==> config.mk <==
export PLATFORM = sky130hd
export DESIGN_NAME = sweep_ctrl_top
export DESIGN_NICKNAME = d
export VERILOG_FILES = /design/src/rtl/sweep_pkg.sv /design/src/rtl/sweep_next_step.sv /design/src/rtl/sweep_decide.sv /design/src/rtl/sweep_ctrl_top.sv
export SDC_FILE = /design/constraint.sdc
export NUM_CORES = 1
export LEC_CHECK = 0
export BUFFER_PORTS_ARGS = -buffer_cell sky130_fd_sc_hd__buf_2
export CORE_MARGIN = 2
export CORE_UTILIZATION = 49
export CTS_BUF_LIST = sky130_fd_sc_hd__clkbuf_16
export DETAILED_ROUTE_END_ITERATION = 7
export PLACE_DENSITY = 0.8
export RECOVER_POWER = 50
export REMOVE_ABC_BUFFERS = 1
export SYNTH_ARGS = -nofsm -noshare
export SYNTH_HDL_FRONTEND = slang
export SYNTH_SLANG_ARGS = --single-unit
==> constraint.sdc <==
create_clock -name clk -period 13.45 [get_ports clk]
set_input_delay 0.6725 -clock clk [delete_from_list [all_inputs] [get_ports clk]]
set_output_delay 0.6725 -clock clk [all_outputs]
set_load 0.05 [all_outputs]
==> src/rtl/sweep_pkg.sv <==
package sweep_pkg;

    // Decision taken at each rising edge about the step register
    typedef enum logic [1:0] {
        ACT_HOLD    = 2'd0,
        ACT_ADVANCE = 2'd1,
        ACT_RESTART = 2'd2
    } sweep_act_e;

endpackage

==> src/rtl/sweep_next_step.sv <==
// Candidate next step and the out-of-range test, with the carry kept.
module sweep_next_step #(
    parameter int STEP_W = 32
) (
    input  logic [STEP_W-1:0] cur_step,
    input  logic [STEP_W-1:0] inc,
    input  logic [STEP_W-1:0] limit,
    output logic [STEP_W-1:0] cand_step,
    output logic              beyond
);

    localparam int EXT_W = STEP_W + 1;

    logic [EXT_W-1:0] sum_ext;
    logic             carry;
    logic             above;

    always_comb begin
        sum_ext   = {1'b0, cur_step} + {1'b0, inc};
        carry     = sum_ext[STEP_W];
        above     = (sum_ext[STEP_W-1:0] > limit);
        cand_step = sum_ext[STEP_W-1:0];
        beyond    = carry | above;
    end

endmodule

==> src/rtl/sweep_decide.sv <==
// Chooses hold, advance or restart for the coming edge.
module sweep_decide
    import sweep_pkg::*;
(
    input  logic       run_en,
    input  logic       wrap_stb,
    input  logic       beyond,
    output sweep_act_e act
);

    always_comb begin
        act = ACT_HOLD;
        if (run_en && wrap_stb) begin
            act = beyond ? ACT_RESTART : ACT_ADVANCE;
        end
    end

endmodule

==> src/rtl/sweep_ctrl_top.sv <==
module sweep_ctrl_top
    import sweep_pkg::*;
#(
    parameter int STEP_W = 32
) (
    input  logic              clk,
    input  logic              rst_n,
    input  logic              run_en,
    input  logic [STEP_W-1:0] step_base,
    input  logic [STEP_W-1:0] step_inc,
    input  logic [STEP_W-1:0] step_limit,
    input  logic              wrap_stb,
    output logic [STEP_W-1:0] step_word,
    output logic              freq_sync,
    output logic              sweep_sync
);

    typedef struct packed {
        logic [STEP_W-1:0] step;
        logic              fsync;
        logic              ssync;
    } sweep_state_t;

    sweep_state_t      st_d, st_q;
    logic [STEP_W-1:0] cand_step;
    logic              beyond;
    sweep_act_e        act;

    sweep_next_step #(
        .STEP_W (STEP_W)
    ) next_i (
        .cur_step  (st_q.step),
        .inc       (step_inc),
        .limit     (step_limit),
        .cand_step (cand_step),
        .beyond    (beyond)
    );

    sweep_decide decide_i (
        .run_en   (run_en),
        .wrap_stb (wrap_stb),
        .beyond   (beyond),
        .act      (act)
    );

    always_comb begin
        st_d       = st_q;
        st_d.fsync = 1'b0;
        st_d.ssync = 1'b0;
        case (act)
            ACT_ADVANCE: begin
                st_d.step  = cand_step;
                st_d.fsync = 1'b1;
            end
            ACT_RESTART: begin
                st_d.step  = step_base;
                st_d.fsync = 1'b1;
                st_d.ssync = 1'b1;
            end
            default: ;
        endcase
        if (!rst_n) begin
            st_d.step  = step_base;
            st_d.fsync = 1'b0;
            st_d.ssync = 1'b0;
        end
    end

    always_ff @(posedge clk) begin
        st_q <= st_d;
    end

    assign step_word  = st_q.step;
    assign freq_sync  = st_q.fsync;
    assign sweep_sync = st_q.ssync;

endmodule

==> impl_metrics.tcl <==
set metrics [dict create \
    critical-path-max-stage-delay_ps 440 \
    post-cts-setup-buffer-count 0 \
    global_route.usage.total 0.2561 \
    global_route.overflow_total 0 \
    total_leakage_power_uw 0.002362 \
    postRouteWirelength_um 11590 \
    sequential_fraction_of_the_synthesis_area 0.2458 \
    rsz0062_at_grt "false" \
    setup-violations-final 0 \
    final-hold-violation-count 0 \
    largest_net_degree_at_the_start_of_global_routing 33 \
    startpoint_type "input port" \
    core_mm2 0.008134 \
    die_width_um 95.17 \
    maxCapViolCount 0 \
    avgViaCountPerCell 5.961 \
    post_cts_resize_count 0 \
    wl_per_cell_um 16.87 \
    drt_iter0_drc 266 \
    timing.setup.tns_ps 0 \
    cts-buffers-inserted 5 \
    final-max-slew-violation-count 0 \
    pin_count 134 \
    nNetsFinal 745 \
    first_pass_grt_wire_length_um 18370 \
    antenna_violating_nets_left 0 \
    dpl.hpwl_um 9327 \
    fin_skew_ps 4.304 \
    max_freq_ghz 0.1799 \
    register_clock_pin_slew_on_the_reported_worst_setup_and_hold_paths_ps 60 \
    max_slew_margin 0.07775 \
    synth.distinct_cells 67 \
    final_layout_size_suffix_gt1_frac 0.2065 \
    clock_sink_count 34 \
    ctsLongestPathBuffers 2 \
    ys.flop_type "sky130_fd_sc_hd__edfxtp_1" \
    start_util 0.5007 \
    actual_transition_at_the_worst_max_transition_pin_ps 1383 \
    antenna_found_initial 1 \
    endpoint_kind "flop" \
    design_power_total_uw 571.4 \
    drt_first_pass_iters 5 \
    synth_edf_count 32 \
    drc_errors 0 \
    worst_skew_pair.late_latency_ps 280 \
    route.vias.total 4095 \
    hold_ws_ps 683.5 \
    synth-warning-count 0 \
    path_cells "buf_2, ha_1, inv_1, fa_1, nor2b_4, o31a_4, o31ai_4, a31oi_1, o41ai_2, a21oi_1, or3_1, and2_1, ha_1, nand4_1, nor4_1, nand4_1, nand2_1, a21oi_1, a21oi_2, o221ai_2, buf_4, a22o_1" \
    gp_routability_congestion 0.9452 \
    cts_htree_levels 2 \
    clock-root-buffer "sky130_fd_sc_hd__clkbuf_16" \
    irDropWorstVdd_mv 0.05423 \
    critical_path.max_fanout 17 \
    port-buffer-count 133 \
    postSynth.asyncResetShare 0 \
    netlist_area_mm2 0.004073 \
    post_synth_inst_count 451 \
    finalCriticalPeriod_ps 5559 \
    syn-mean-instance-area_um2 9.030 \
    power.density_cell_area_mw_per_mm2 116.9 \
    postSynthRegisterBits 34 \
    status "finished, final reports clean" \
    worstSetupPathType "in -> reg" \
    hold_buffers 0 \
    cts_tree "done" \
    cpMaxStageDelayCell "sky130_fd_sc_hd__o41ai_2" \
    area_growth_syn_to_layout_pct 20.03 \
    final_min_period_over_clock_period 0.4133 \
    worst_ep_required_time_ps 13480 \
    holdCritPathClass "in -> reg" \
    std_cell_rows 33 \
    fp.dieArea_mm2 0.009056 \
    die_h_um 95.17 \
    cp_data_arrival_time_ps 5590 \
    grt_pass1_vias 4015 \
]
-- layout make-up --
type                       count  area, um^2
inverter                      46       172.7
antenna                        1       2.502
clock inverter                 3       11.26
fill                         724        3246
multi-input combinational    358        2813
timing repair buffer         135       631.9
clock buffer                   5       125.1
sequential                    34        1001
tap                          105       131.4
-- through the flow --
stage               utilization  std cells  setup WS [ps]  instance area [um^2]
global placement         0.5899        678           7830                  4798
detailed placement       0.5899        678           7697                  4798
global route             0.6010        687           7616                  4888
finish                   0.6010        687           7891                  4888
CTS                      0.6067        686           7972                  4935
floorplan                     -        438           8407                  3986
-- cells by family after synthesis --
group	after synthesis	share of synthesized area
fa+ha+maj	65	0.2015
flops	34	0.2458
mux	3	0.007374
simple gates	105	0.1361
xor+xnor	23	0.04946
compound gates	162	0.2962
buf+inv	59	0.06359
-- worst max-delay path: cells and delay by family --
kind	cells	cell delay (ps)
AOI/OAI and AO/OA	9	2190
adders and majority gates	3	750
buffers and inverters	3	540
and+or+nand+nor	7	1410
-- synthesized netlist by cell type (3+ instances only) --
master / instances / area (um^2)
sky130_fd_sc_hd__mux2i_1: 3 / 30.03
sky130_fd_sc_hd__o2111ai_1: 4 / 35.03
sky130_fd_sc_hd__edfxtp_1: 32 / 960.9
sky130_fd_sc_hd__a31oi_1: 5 / 31.28
sky130_fd_sc_hd__o21bai_1: 5 / 37.54
sky130_fd_sc_hd__buf_2: 3 / 15.01
sky130_fd_sc_hd__nor3_1: 9 / 45.04
sky130_fd_sc_hd__inv_1: 46 / 172.7
sky130_fd_sc_hd__nand4_1: 10 / 62.56
sky130_fd_sc_hd__xor2_1: 3 / 26.28
sky130_fd_sc_hd__o21ai_0: 15 / 75.07
sky130_fd_sc_hd__a21oi_1: 36 / 180.2
sky130_fd_sc_hd__o21ai_1: 4 / 20.02
sky130_fd_sc_hd__nand3_1: 13 / 65.06
sky130_fd_sc_hd__a22o_1: 30 / 262.8
sky130_fd_sc_hd__nor2_1: 22 / 82.58
sky130_fd_sc_hd__and2_1: 4 / 25.02
sky130_fd_sc_hd__clkbuf_1: 5 / 18.77
sky130_fd_sc_hd__o21a_1: 7 / 52.55
sky130_fd_sc_hd__o211ai_1: 4 / 30.03
sky130_fd_sc_hd__and3_1: 3 / 18.77
sky130_fd_sc_hd__xnor2_1: 20 / 175.2
sky130_fd_sc_hd__buf_6: 3 / 33.78
sky130_fd_sc_hd__nand2b_1: 4 / 25.02
sky130_fd_sc_hd__a21o_1: 21 / 157.7
sky130_fd_sc_hd__a21o_2: 3 / 26.28
sky130_fd_sc_hd__ha_1: 64 / 800.8
sky130_fd_sc_hd__nor2b_1: 5 / 31.28
sky130_fd_sc_hd__nand2_1: 20 / 75.07
sky130_fd_sc_hd__a211oi_1: 4 / 30.03
-- metal layers --
layer | GRT usage | vias to the layer above | part of all wire
li1 | - | 1983 | -
met4 | 0.07850 | 0 | 0.020
met3 | 0.04111 | 19 | 0.071
met2 | 0.4360 | 171 | 0.47
met1 | 0.3325 | 1922 | 0.44
met5 | 0 | - | 0
-- report_power, final --
part	internal (uW)	switching [uW]
Combinational	123	199
Clock	66.8	45.5
Sequential	131	6.57
-- state kept, by name, summed over array words and instances, names as in the netlist --
name,flops
step_word,32
freq_sync,1
sweep_sync,1
-- layout by cell type (no fill, tap or decap), types with 13 or more instances in the layout --
master	count
sky130_fd_sc_hd__ha_1	64
sky130_fd_sc_hd__o21ai_0	15
sky130_fd_sc_hd__inv_1	46
sky130_fd_sc_hd__a22o_1	30
sky130_fd_sc_hd__nor2_1	22
sky130_fd_sc_hd__a21oi_1	36
sky130_fd_sc_hd__clkbuf_1	37
sky130_fd_sc_hd__buf_2	97
sky130_fd_sc_hd__a21o_1	21
sky130_fd_sc_hd__xnor2_1	20
sky130_fd_sc_hd__edfxtp_1	32
sky130_fd_sc_hd__nand3_1	13
sky130_fd_sc_hd__nand2_1	20
-- final timing paths --
| check | from | end | slack, ps | cells past startpoint |
|---|---|---|---|---|
| hold reg to reg | step_word[0]$_DFFE_PP_ | step_word[0]$_DFFE_PP_ | 740 | 2 |
| setup / recovery | step_inc[0] | step_word[4]$_DFFE_PP_ | 7890 | 22 |
| setup reg to reg | step_word[0]$_DFFE_PP_ | step_word[4]$_DFFE_PP_ | 7970 | 21 |
| hold / removal | step_base[28] | step_word[28]$_DFFE_PP_ | 680 | 2 |
Power figures use the tool's default switching activity.
